===== config.mk =====
export PLATFORM = sky130hd
export DESIGN_NAME = dual_lane_adc_sdo
export DESIGN_NICKNAME = d
export VERILOG_FILES = /design/src/rtl/dual_lane_adc_sdo.sv
export SDC_FILE = /design/constraint.sdc
export NUM_CORES = 1
export LEC_CHECK = 0
export ABC_AREA = 1
export BUFFER_PORTS_ARGS = -buffer_cell sky130_fd_sc_hd__buf_2
export CAP_MARGIN = 10
export CORE_MARGIN = 2
export CORE_UTILIZATION = 61
export DETAILED_ROUTE_END_ITERATION = 12
export PLACE_DENSITY = 0.84
export SYNTH_ARGS = -nofsm -noshare
export SYNTH_HDL_FRONTEND = slang
export SYNTH_SLANG_ARGS = --single-unit
export TNS_END_PERCENT = 50

===== constraint.sdc =====
create_clock -name clk -period 3.17 [get_ports clk]
set_input_delay 0.634 -clock clk [delete_from_list [all_inputs] [get_ports clk]]
set_output_delay 0.634 -clock clk [all_outputs]
set_load 0.02 [all_outputs]

===== src/rtl/dual_lane_adc_sdo.sv =====
module dual_lane_adc_sdo #(
  parameter int DW = 14,
  parameter int SW = 12,
  parameter int CW = $clog2(DW + 3)
) (
  input  logic          clk,
  input  logic          rst_n,
  input  logic          res14,
  input  logic [DW-1:0] word_a,
  input  logic [DW-1:0] word_b,
  input  logic          cs_n,
  input  logic          sclk,
  output logic          sdo_a,
  output logic          sdo_b,
  output logic          sdo_oe,
  output logic          acquire,
  output logic          frame_done,
  output logic          frame_abort
);
  localparam logic [CW-1:0] LONG_N  = CW'(DW + 2);
  localparam logic [CW-1:0] SHORT_N = CW'(SW + 2);

  logic [2:0]    cs_sy, sk_sy;
  logic [DW-1:0] sh_a, sh_b;
  logic [CW-1:0] rise_cnt;
  logic          res_q, lead;

  wire cs_fall = cs_sy[2] & ~cs_sy[1];
  wire cs_rise = ~cs_sy[2] & cs_sy[1];
  wire sk_fall = sk_sy[2] & ~sk_sy[1];
  wire sk_rise = ~sk_sy[2] & sk_sy[1];
  wire [CW-1:0] need = res_q ? LONG_N : SHORT_N;

  assign acquire = frame_done | frame_abort;

  always_ff @(posedge clk or negedge rst_n) begin
    if (!rst_n) begin
      cs_sy <= 3'b111;
      sk_sy <= 3'b111;
    end else begin
      cs_sy <= {cs_sy[1:0], cs_n};
      sk_sy <= {sk_sy[1:0], sclk};
    end
  end

  always_ff @(posedge clk or negedge rst_n) begin
    if (!rst_n) begin
      sdo_oe      <= 1'b0;
      sdo_a       <= 1'b0;
      sdo_b       <= 1'b0;
      sh_a        <= '0;
      sh_b        <= '0;
      res_q       <= 1'b0;
      lead        <= 1'b0;
      rise_cnt    <= '0;
      frame_done  <= 1'b0;
      frame_abort <= 1'b0;
    end else begin
      frame_done  <= 1'b0;
      frame_abort <= 1'b0;
      if (cs_fall) begin
        sdo_oe   <= 1'b1;
        sdo_a    <= 1'b0;
        sdo_b    <= 1'b0;
        sh_a     <= res14 ? word_a : {word_a[SW-1:0], {(DW-SW){1'b0}}};
        sh_b     <= res14 ? word_b : {word_b[SW-1:0], {(DW-SW){1'b0}}};
        res_q    <= res14;
        lead     <= 1'b1;
        rise_cnt <= '0;
      end else if (cs_rise) begin
        sdo_oe <= 1'b0;
        sdo_a  <= 1'b0;
        sdo_b  <= 1'b0;
        if (sdo_oe && rise_cnt < need) frame_abort <= 1'b1;
      end else if (sdo_oe) begin
        if (sk_fall) begin
          if (lead) begin
            lead  <= 1'b0;
            sdo_a <= 1'b0;
            sdo_b <= 1'b0;
          end else begin
            sdo_a <= sh_a[DW-1];
            sdo_b <= sh_b[DW-1];
            sh_a  <= sh_a << 1;
            sh_b  <= sh_b << 1;
          end
        end
        if (sk_rise && rise_cnt < need) begin
          rise_cnt <= rise_cnt + CW'(1);
          if (rise_cnt + CW'(1) == need) frame_done <= 1'b1;
        end
      end
    end
  end


  idle_lanes_zero_chk: assert property (@(posedge clk) disable iff (!rst_n)
    !sdo_oe |-> (!sdo_a && !sdo_b));

  open_drives_zero_chk: assert property (@(posedge clk) disable iff (!rst_n)
    cs_fall |=> (sdo_oe && !sdo_a && !sdo_b));

  close_releases_chk: assert property (@(posedge clk) disable iff (!rst_n)
    cs_rise |=> !sdo_oe);

  abort_on_cs_chk: assert property (@(posedge clk) disable iff (!rst_n)
    frame_abort |-> $past(cs_rise));

  one_outcome_chk: assert property (@(posedge clk) disable iff (!rst_n)
    !(frame_done && frame_abort));

  count_bound_chk: assert property (@(posedge clk) disable iff (!rst_n)
    rise_cnt <= LONG_N);
endmodule


**After elaboration in Yosys (flattened, before gate mapping)**

Index checks and enable logic that the tools add are counted.

- $add $sub $neg: 1
- Magnitude comparators: 1
- Equality and inequality tests: 3
- Multiplexer cells: 41
- Bitwise gates (word level): 9
- Reduce and logical (&&, ||, !) cells: 12

Operator list:

| operator | number |
|---|---|
| $mux 14 | 12 |
| $mux 5 | 5 |
| $mux 1 | 24 |
| $reduce_bool 2->1 | 4 |
| $reduce_and 3->1 | 2 |
| $reduce_bool 3->1 | 2 |
| $add 5x1->5 const B | 1 |
| $eq 5x5->1 | 1 |
| $lt 5x5->1 | 1 |
| $and 1x1->1 | 4 |
| $not 1->1 | 4 |
| $reduce_and 4->1 | 1 |
| $logic_and 1x1->1 | 2 |
| $ne 2x1->1 const B | 1 |
| $ne 2x2->1 const B | 1 |
| $reduce_and 2->1 | 1 |
| $or 1x1->1 | 1 |

- Register bits: 46
- Input port bits: 33
- Output and inout port bits: 6
- Word-level logic and storage cells: 79

**Depth between registers and ports, before layout**

Gate-level depths: netlist of run 1.

- Word-level depth: 7
- Mapped depth: 11
- Gate-level depth less buffers: 10

**Least setup slack after synthesis of run 1**

OpenSTA, ideal clock, no wires.

- Path kind: reg-to-reg
- Start point: register cs_sy[1]
- End point: register sh_a[2]
- Setup time: 117 ps
- Data arrival time: 1584 ps
- Required time: 3053 ps
- Setup slack: 1469 ps
- Cell stages (with the launch flop): 12
- Path buffers: 3
- Clock period less this slack: 1701 ps
- Cells stage by stage: dfstp_2 inv_1 ha_1 buf_4 inv_2 buf_6 buf_2 a21oi_1 o21ai_0 o21ai_0 nand2_2 o21ai_2

- Cells in the longest elaborated chain, start to end: 4
- Elaborated cells on any way between the ends: 9
- Classes of those cells: eq/ne: 2; mux: 1; bitwise: 3; reduce/logical: 3

Ends and longest elaborated chain:

| what | RTL line | text |
|---|---|---|
| from (decl) | 23 | `logic [2:0] cs_sy, sk_sy;` |
| from (signal assigned) | 41 | `cs_sy <= {cs_sy[1:0], cs_n};` |
| $not 1->1 * | 28 | `wire cs_fall = cs_sy[2] & ~cs_sy[1];` |
| $and 1x1->1 * | 28 |  |
| net cs_fall | 28 |  |
| $ne 2x1->1 (no source line) (tied with other cells) | -- |  |
| $reduce_and 4->1 (no source line) | -- |  |
| to (signal assigned) | 65 | `sh_a <= res14 ? word_a : {word_a[SW-1:0], {(DW-SW){1'b0}}};` |
| to (signal assigned) | 84 | `sh_a <= sh_a << 1;` |
| to (decl) | 24 | `logic [DW-1:0] sh_a, sh_b;` |

The timed path passes the listed nets; every way through them passes the cells marked *.
A chain may end at the register's enable or synchronous reset.

**Worst setup path in the final report of run 1**

- Start point: register cs_sy[2]
- End point: register sh_a[0]

- Elaborated cells on any way between the ends: 9
- Classes of those cells: eq/ne: 2; mux: 1; bitwise: 3; reduce/logical: 3

RTL lines:

| what | RTL line |
|---|---|
| $and 1x1->1 * | 28 |
| net cs_fall | 28 |
| $ne 2x1->1 (no source line) (tied with other cells) | -- |
| $reduce_and 4->1 (no source line) | -- |

Marked as above.

==> key figures, run 1 <==
Floorplan
  – Core area: 4290 µm²
  – Io pins: 39
  – Starting density of the core: 62.1%
  – Die W: 70.1 µm
  – Rows: 24
  – Die area: 4920 µm²
  – Die Span Y: 70.1 µm

Layout
  – Ant. Diodes: 0
  – Leading cell type in the layout, fill and taps excluded: o21ai_0
  – Layout fillers: 357
  – Final Instance Area: 2940 µm²
  – Layout area overhead: 10.1%
  – Most frequent cells in the layout: o21ai_0, inv_1, dfrtp_1
  – Reg area: 1160 µm²
  – Final #Nets: 393
  – Share of post-route cells with drive strength above 1: 28.5%
  – Multi-input gate area: 1170 µm²

Placement
  – Placer congestion estimate: 0.850
  – Setup WS pre-CTS: approximately 840 ps
  – # port buffers: 38
  – Placed cell area: 2820 µm²
  – DP HPWL: 3830 µm

Run status
  – Run status: finished clean

Synth
  – Synthesized area per cell: between 8 and 9 µm²
  – Yosys warns: 0
  – Post-synthesis sequential area ratio: 43.5%
  – Synthesized netlist cell count: 324
  – Yosys reg bits: 46
  – Cell Area, Synth: 2670 µm²
  – Synth cell types: 27
  – Net Count, Synth: about 360

STA
  – Clk_skew: between 7 and 8 ps
  – Worst setup margin: 805 ps
  – Final Cycle Share: between 70% and 80%
  – Final setup TNS: 0 ps
  – Fin crit period: 2370 ps
  – Fmax: about 420 MHz
  – Final setup violation count: 0
  – Final max-slew violation count: 0
  – Relative max-transition margin: 33.4%
  – Unrepaired setup endpoints after global routing: false
  – Actual slew at the worst max-slew pin: between 900 and 1000 ps
  – Final hold slack: 359 ps
  – Final Hold Vio Count: 0

Global routing
  – GR Util met3: 4.91%
  – Number of global-route vias before repair: 2231
  – Largest net degree at the start of global routing: between 40 and 50
  – GR Util met2: roughly 41%
  – First-pass GRT wire length: 9700 µm
  – GRT Residual Overflow: 0
  – Top Usage Layer GRT: met2
  – Met1 Track Usage GR: between 30% and 40%
  – GRT Util Overall: 24.5%
  – Initial antenna violation count: 0

Setup path
  – Critical-path maximum fanout: 42
  – Crit path launch type: flop
  – R2r setup slk: about 800 ps
  – Critical path origin: cs_sy[2]
  – Arrival @ worst endpoint: 2600 ps
  – Crit Path Category: reg2reg
  – Crit path required time: 3400 ps
  – Worst setup EP type: flop
  – Reg-to-reg startpoint: cs_sy[2]

Clock network
  – Clk sinks: 46
  – Post-CTS sizing: 0
  – Post-CTS Hold Buffers: 0
  – CTS tree: built
  – CTS HTree Levels: 2
  – Clk Latency, worst-skew pair: 300 ps
  – Setup Buffers After CTS: 0
  – Clk buf depth: 2
  – CTS Buf Count: 5
  – Clock Tree Root: clkbuf_8
  – CTS clk-pin slew, worst paths: 90 ps

Power
  – VDD IR-drop max: 376 µV
  – Power Dens Cells: 642 nW/µm²
  – Static Leakage: 0.00145 µW

Detailed routing
  – Antenna viol nets, final: 0
  – Via count: 2226
  – 1st-pass router iterations: 4
  – Initial DRC Count: 106
  – WL final: 5340 µm
  – Avg WL per Cell: between 10 and 15 µm
  – DR DRC count: 0
  – Vias per inst: 5.47

Hold path
  – Hold Path Class: reg2reg
  – Min-delay src: cs_sy[0]

Flow run
  – Maxcap violations: 0
-- cell type report --
type	count	share of cell area, %
inverters	53	6.78
clock inverters	3	1.53
multi-input cells	207	40.0
clock buffers	5	2.34
well taps	52	2.22
repair buffers	41	7.67
flip-flops and latches	46	39.5
-- sequential cells by signal, summed over array words and instances, names as in the netlist --
name	cells
cs_sy	3
rise_cnt	5
sh_b	14
sh_a	14
lead	1
sdo_a	1
sk_sy	3
frame_done	1
sdo_b	1
res_q	1
sdo_oe	1
frame_abort	1
-- cell families after synthesis --
family / Yosys count / synth area share (%)
AO/OA/AOI/OAI: 113 / 24.3
XOR/XNOR: 5 / 1.64
adder cells (fa/ha/maj): 6 / 2.82
buffers and inverters: 71 / 12.8
flip-flops: 46 / 43.5
AND/OR/NAND/NOR: 83 / 15.0
-- routing by layer --
metal	routed length (µm)	up-vias
li1	-	1109
met1	2270	1026
met5	0	-
met2	2610	78
met4	100	0
met3	355	13
-- synth_stat cells, drive strengths merged --
cell type	n	area, µm²
o21ai	86	505
inv	53	199
nand2	53	252
dfrtp	40	1000
a21oi	26	134
nand3	14	70.1
nor2	13	58.8
buf	12	120
clkbuf	6	22.5
dfstp	6	158
ha	6	75.1
xnor2	3	26.3
xor2	2	17.5
nand3b	1	7.51
nand4	1	6.26
o31ai	1	7.51
or2	1	6.26
-- report_power, final --
part           internal (µW)  total, µW  leakage [µW]  switching [µW]
clock                    234        436     0.0000504             202
combinational            235        591      0.000837             356
sequential               772        857      0.000560            85.7
-- stage by stage --
step / total power (µW) / util, % / std cells
6_report: 1880 / 68.4 / 407
4_1_cts: 1900 / 68.4 / 407
3_5_place_dp: 1460 / 65.7 / 399
5_1_grt: 2030 / 68.4 / 407
2_1_floorplan: 1320 / - / 324
3_3_place_gp: 1420 / 65.7 / 399
-- critical path, stage by stage (launching register included) --
cell,delay (ps)
dfstp_2,550
ha_1,360
nor2_2,100
nor2_4,180
nand2_2,110
a21oi_4,480
buf_12,320
nand3_1,110
o21ai_1,80
-- path summary, 6_finish.rpt --
check,end,cells after the start
max,sh_a[0],8
min,cs_sy[1],0
max reg2reg,sh_a[0],8
min reg2reg,cs_sy[1],0
max in group asynchronous,sh_b[11],1
min in group asynchronous,sh_b[10],1
Power figures use the tool's default switching activity.
==> inputs of run 2 (changes only) <==
Settings changed: ABC_AREA 1 to 0, CORE_UTILIZATION 61 to 51, PLACE_DENSITY 0.84 to 0.76.
Clock period 3.17 ns to 2 ns, I/O delays scaled along.
==> run 2 against run 1 <==
Against the previous run: count of clock-buffer cells in the layout is the same; sequential power grew 41%; clock power up 31%; synthesized cell count down 18%; largest cell class unchanged.
==> key figures, run 2 <==
Setup path
  – Reg2Reg Depth: 6 (-2)
  – R2r setup slk: 80 ps (-720 ps)
  – Crit path required time: 2180 ps (-1220 ps)
  – Arrival @ worst endpoint: 2100 ps (-500 ps)
  – Worst R2R End: rise_cnt[1]
  – Crit Path Category: reg2reg
  – Crit path launch type: flop
  – Worst setup EP type: flop
  – Critical-path maximum fanout: 6 (-86%)
  – Reg-to-reg startpoint: res_q

Flow run
  – Maxcap violations: 0 (unchanged)

Synth
  – Top-area cell type share of the netlist area: 40.8% (+3.2 points)
  – Synthesized area per cell: 9.23 µm² (+12%)
  – Cell Area, Synth: 2450 µm² (-7.9%)
  – Synth top cells by count: dfrtp_1, nand2_1, o21ai_0
  – Yosys reg bits: 46 (unchanged)
  – Synthesized netlist cell count: 266 (-18%)
  – Area leader, netlist: dfrtp_1
  – Yosys warns: 0 (unchanged)
  – Synth cell types: 42 (+56%)
  – Synth top area cells: dfrtp_1, mux2i_1, dfstp_2
  – Most numerous cell in the Yosys netlist: dfrtp_1
  – Prevailing post-synth register cell: dfrtp_1
  – Post-synthesis sequential area ratio: 47.2% (+3.7 points)
  – Asr flop ratio synth: 100% (unchanged)
  – Post-synth EDFFs: 0 (unchanged)
  – Net Count, Synth: 305 (-16%)

STA
  – Fmax: 522 MHz (+23%)
  – Final max-slew violation count: 0 (unchanged)
  – Fin crit period: 1920 ps (-450 ps)
  – Final setup TNS: 0 ps (unchanged)
  – Final Hold Vio Count: 0 (unchanged)
  – Clk_skew: 12.0 ps (+4.33 ps)
  – Unrepaired setup endpoints after global routing: false
  – Actual slew at the worst max-slew pin: 568 ps (-431 ps)
  – Relative max-transition margin: 62.1% (+29 points)
  – Final Cycle Share: 95.8% (+21 points)
  – Final setup violation count: 0 (unchanged)
  – Final hold slack: 165 ps (-194 ps)

Global routing
  – GRT Residual Overflow: 0 (unchanged)
  – First-pass GRT wire length: 8060 µm (-17%)
  – Largest net degree at the start of global routing: 57 (+21%)
  – GRT Util Overall: 18.7% (-5.8 points)
  – Initial antenna violation count: 0 (unchanged)
  – Number of global-route vias before repair: 1770 (-21%)

Placement
  – # port buffers: 38 (unchanged)
  – Placed cell area: 2720 µm² (-3.6%)
  – DP HPWL: 3270 µm (-15%)
  – Placer congestion estimate: 0.792 (-6.8%)

Clock network
  – Clock Tree Root: clkbuf_8
  – CTS tree: built
  – Setup Buffers After CTS: 0 (unchanged)
  – CTS HTree Levels: 2 (unchanged)
  – Clk buf depth: 2 (unchanged)
  – Post-CTS Hold Buffers: 0 (unchanged)
  – Post-CTS sizing: 0 (unchanged)
  – Clk sinks: 46 (unchanged)
  – Clk Latency, worst-skew pair: 300 ps (about the same)
  – CTS clk-pin slew, worst paths: 90 ps (about the same)
  – CTS Buf Count: 5 (unchanged)

Layout
  – Most frequent cells in the layout: dfrtp_1, buf_2, nand2_1
  – Share of post-route cells with drive strength above 1: 23.4% (-5.0 points)
  – Ant. Diodes: 0 (unchanged)
  – Layout area overhead: 15.8%
  – Leading cell type in the layout, fill and taps excluded: dfrtp_1
  – Largest registers: sh_a: 14 flops, sh_b: 14 flops, rise_cnt: 5 flops
  – Final #Nets: 341 (-13%)
  – Final Instance Area: 2840 µm² (-3.2%)

Detailed routing
  – 1st-pass router iterations: 4 (unchanged)
  – DR DRC count: 0 (unchanged)
  – Vias per inst: 5.61 (+2.5%)
  – Antenna viol nets, final: 0 (unchanged)
  – WL final: 4830 µm (-9.5%)
  – Initial DRC Count: 87 (-18%)
  – Via count: 2002 (-10%)
  – Avg WL per Cell: 13.5 µm (+3.1%)

Floorplan
  – Starting density of the core: 52.3% (-9.8 points)
  – Die W: 73.4 µm (+4.7%)
  – Die area: 5380 µm² (+9.5%)
  – Die Span Y: 73.4 µm (+4.7%)
  – Rows: 25 (+4.2%)
  – Core area: 4690 µm² (+9.3%)
  – Io pins: 39 (unchanged)

Run status
  – Run status: finished clean

Power
  – VDD IR-drop max: 383 µV (+1.7%)
  – Total power: 2260 µW (+20%)
  – Static Leakage: 0.00135 µW (-6.8%)
  – Power Dens Cells: 794 nW/µm² (+24%)

Hold path
  – Hold Path Class: in2async
[run 2: cell types whose count changed in the layout (fill, tap and decap cells not counted), moves of 4 or more]
cell     before  now
o21ai_1       9    0
o21ai_2      20    0
inv_1        52    5
nand2_2      21    0
nor2_1       11   25
nand3_1      14    5
mux2i_1       0   24
buf_4         2    6
o21ai_0      57   31
[run 2: metrics by stage]
| step | instances | worst slack [ps] | utilization (%) |
|---|---|---|---|
| 2_1_floorplan | 266 | 132 | - |
| 3_5_place_dp | 348 | 110 | 58.0 |
| 4_1_cts | 356 | 90.6 | 59.9 |
| 3_3_place_gp | 348 | 179 | 58.0 |
| 5_1_grt | 357 | 10.3 | 60.6 |
| 6_report | 357 | 84.4 | 60.6 |
[run 2: cell type report]
class,count,area [µm²]
clock inverter,3,21.3
sequential,46,1160
tap,54,67.6
multi-input combinational,195,1190
inverter,6,26.3
timing repair buffer,48,312
clock buffer,5,68.8
fill,405,1850
[run 2: worst max path at each step]
stage	start	endpoint	slack [ps]	cells after the start
5_1_grt	res_q	rise_cnt[1]	10	6
6_report	res_q	rise_cnt[1]	80	6
2_1_floorplan	cs_sy[1]	frame_done	130	7
4_1_cts	res_q	rise_cnt[1]	90	6
3_5_place_dp	res_q	rise_cnt[1]	110	6
3_3_place_gp	cs_sy[1]	frame_done	180	5
[run 2: per-layer routing]
metal	track usage [%]	share of wire, %	vias up
met5	0	0	-
met4	4.24	0.79	0
met3	3.02	4.0	6
met2	29.5	45	46
met1	27.2	50	952
li1	-	-	998
[run 2: worst max-delay path: stages (launching register included)]
cell and delay (ps):
dfrtp_1 430, inv_1 100, ha_1 290, o211ai_1 120, o211ai_2 170, or2_1 320
a311o_1 370
[run 2: cells by family after synthesis]
kind of cell | Yosys count | synth area share (%)
compound gates | 70 | 16.0
xor+xnor | 3 | 1.07
fa+ha+maj | 6 | 3.06
buf+inv | 25 | 4.54
flops | 46 | 47.2
mux | 26 | 10.7
simple gates | 90 | 17.4
[run 2: power breakdown]
group,internal (µW),switching [µW],total (µW)
Clock,246,326,572
Sequential,1090,114,1210
Combinational,223,254,477
Total,1560,693,2260
==> inputs of run 3 (changes only) <==
Settings changed: ABC_AREA 0 to default, CORE_MARGIN 2 to 10.
==> run 3 against run 2 <==
Against the previous run: count of clock-buffer cells in the layout unchanged; clock power hardly changed; sequential share of layout area hardly changed; first-iteration DRC count is 17% higher; clock skew decreased by 5.1 ps; flip-flop and latch count unchanged; register-to-register slack about the same; routed wire length increased by 11%; hold slack got worse by 150 ps; critical path type unchanged; largest cell class unchanged; largest power group unchanged.
==> key figures, run 3 (synthesis gave the netlist of run 2 again) <==
Global routing
  – GRT Residual Overflow: 0 (unchanged)
  – Number of global-route vias before repair: 2023 (+14%)
  – Initial antenna violation count: 0 (unchanged)
  – Largest net degree at the start of global routing: 57 (unchanged)
  – GRT Util Overall: 14.2% (-4.6 points)
  – First-pass GRT wire length: 9190 µm (+14%)

Detailed routing
  – Vias per inst: 5.55 (-1.0%)
  – Antenna viol nets, final: 0 (unchanged)
  – Avg WL per Cell: 15.0 µm (+11%)
  – Initial DRC Count: 102 (+17%)
  – DR DRC count: 0 (unchanged)
  – Via count: 1981 (-1.0%)
  – WL final: 5350 µm (+11%)
  – 1st-pass router iterations: 4 (unchanged)

Setup path
  – Reg-to-reg startpoint: res_q
  – Crit Path Category: reg2reg
  – Crit path required time: 2190 ps (about the same)
  – Critical-path maximum fanout: 6 (unchanged)
  – Arrival @ worst endpoint: 2090 ps (about the same)
  – Worst setup EP type: flop
  – Worst R2R End: rise_cnt[1]
  – Reg2Reg Depth: 6 (unchanged)
  – Crit path launch type: flop
  – R2r setup slk: 100 ps (about the same)
  – Critical path origin: res_q

Flow run
  – Maxcap violations: 0 (unchanged)

Floorplan
  – Core area: 4690 µm² (unchanged)
  – Starting density of the core: 52.3% (unchanged)
  – Die W: 89.4 µm (+22%)
  – Io pins: 39 (unchanged)
  – Die area: 7990 µm² (+48%)
  – Die Span Y: 89.4 µm (+22%)
  – Rows: 25 (unchanged)

Layout
  – Layout area overhead: 15.9% (about the same)
  – Reg area: 1160 µm² (+0.11%)
  – Most frequent cells in the layout: dfrtp_1, buf_2, nand2_1
  – Final #Nets: 341 (unchanged)
  – Layout fillers: 415 (+2.5%)
  – Ant. Diodes: 0 (unchanged)
  – Largest registers: sh_a: 14 flops, sh_b: 14 flops, rise_cnt: 5 flops
  – Leading cell type in the layout, fill and taps excluded: dfrtp_1
  – Share of post-route cells with drive strength above 1: 23.8% (+0.33 points)
  – Final core utilization: 60.6% (about the same)
  – Multi-input gate area: 1190 µm² (unchanged)

STA
  – Final max-slew violation count: 0 (unchanged)
  – Clk_skew: 6.90 ps (-5.12 ps)
  – Final Hold Vio Count: 0 (unchanged)
  – Unrepaired setup endpoints after global routing: false
  – Final Cycle Share: 95.1% (-0.66 points)
  – Final setup violation count: 0 (unchanged)
  – Relative max-transition margin: 72.6% (+11 points)
  – Final setup TNS: 0 ps (unchanged)
  – Actual slew at the worst max-slew pin: 405 ps (-163 ps)
  – Fin crit period: 1900 ps (-13.2 ps)
  – Fmax: 526 MHz (+0.69%)

Clock network
  – Setup Buffers After CTS: 0 (unchanged)
  – CTS tree: built
  – CTS clk-pin slew, worst paths: 90 ps (about the same)
  – Clock Tree Root: clkbuf_8
  – Post-CTS sizing: 0 (unchanged)
  – CTS HTree Levels: 2 (unchanged)
  – CTS Buf Count: 5 (unchanged)
  – Clk sinks: 46 (unchanged)
  – Clk buf depth: 2 (unchanged)
  – Clk Latency, worst-skew pair: 300 ps (about the same)
  – Post-CTS Hold Buffers: 0 (unchanged)

Power
  – Power Dens Cells: 794 nW/µm² (about the same)
  – Static Leakage: 0.00135 µW (about the same)
  – VDD IR-drop max: 374 µV (-2.3%)

Placement
  – DP HPWL: 3860 µm (+18%)
  – Placer congestion estimate: 0.807 (+1.9%)
  – # port buffers: 38 (unchanged)

Hold path
  – Hold Path Class: in2async

Run status
  – Run status: finished clean
run 3: critical path, stage by stage (launching register included):
cell      delay, ps
dfrtp_2         450
inv_1           110
ha_1            250
o211ai_1        110
o211ai_2        180
or2_1           320
a311o_1         370
run 3: final cells by class:
| cell class | instances | share of cell area [%] |
|---|---|---|
| Timing Repair Buffer | 48 | 11.0 |
| Tap cell | 54 | 2.38 |
| Inverter | 6 | 0.924 |
| Multi-Input combinational cell | 195 | 41.8 |
| Clock buffer | 5 | 2.42 |
| Clock inverter | 3 | 0.748 |
| Sequential cell | 46 | 40.8 |
run 3: how the worst max path moves through the flow:
stage | endpoint
after floorplan | frame_done
after global placement | frame_done
after detailed placement | rise_cnt[1]
after CTS | rise_cnt[1]
after global routing | rise_cnt[1]
final | rise_cnt[1]
run 3: layer usage:
metal  routed length, µm  up-vias  track usage [%]
met3                 265        6             2.92
met2                2420       52             22.1
li1                    -      993                -
met5                   0        -                0
met1                2610      930             19.1
met4                  49        0             4.48
run 3: stage by stage:
step | setup slack, ps | power, µW | instances | cell area, µm² | hold WS [ps]
3_5_place_dp | 64.2 | 1700 | 348 | 2720 | 352
4_1_cts | 62.2 | 2270 | 356 | 2810 | 17.9
6_report | 97.6 | 2260 | 357 | 2840 | 13.4
2_1_floorplan | 132 | 1530 | 266 | 2450 | 104
3_3_place_gp | 179 | 1670 | 348 | 2720 | 347
5_1_grt | 36.5 | 2420 | 357 | 2840 | 25.7
run 3: where the power goes:
group | internal [µW] | switching, µW | total, µW
sequential | 1100 | 117 | 1210
combinational | 223 | 251 | 475
clock | 246 | 325 | 570
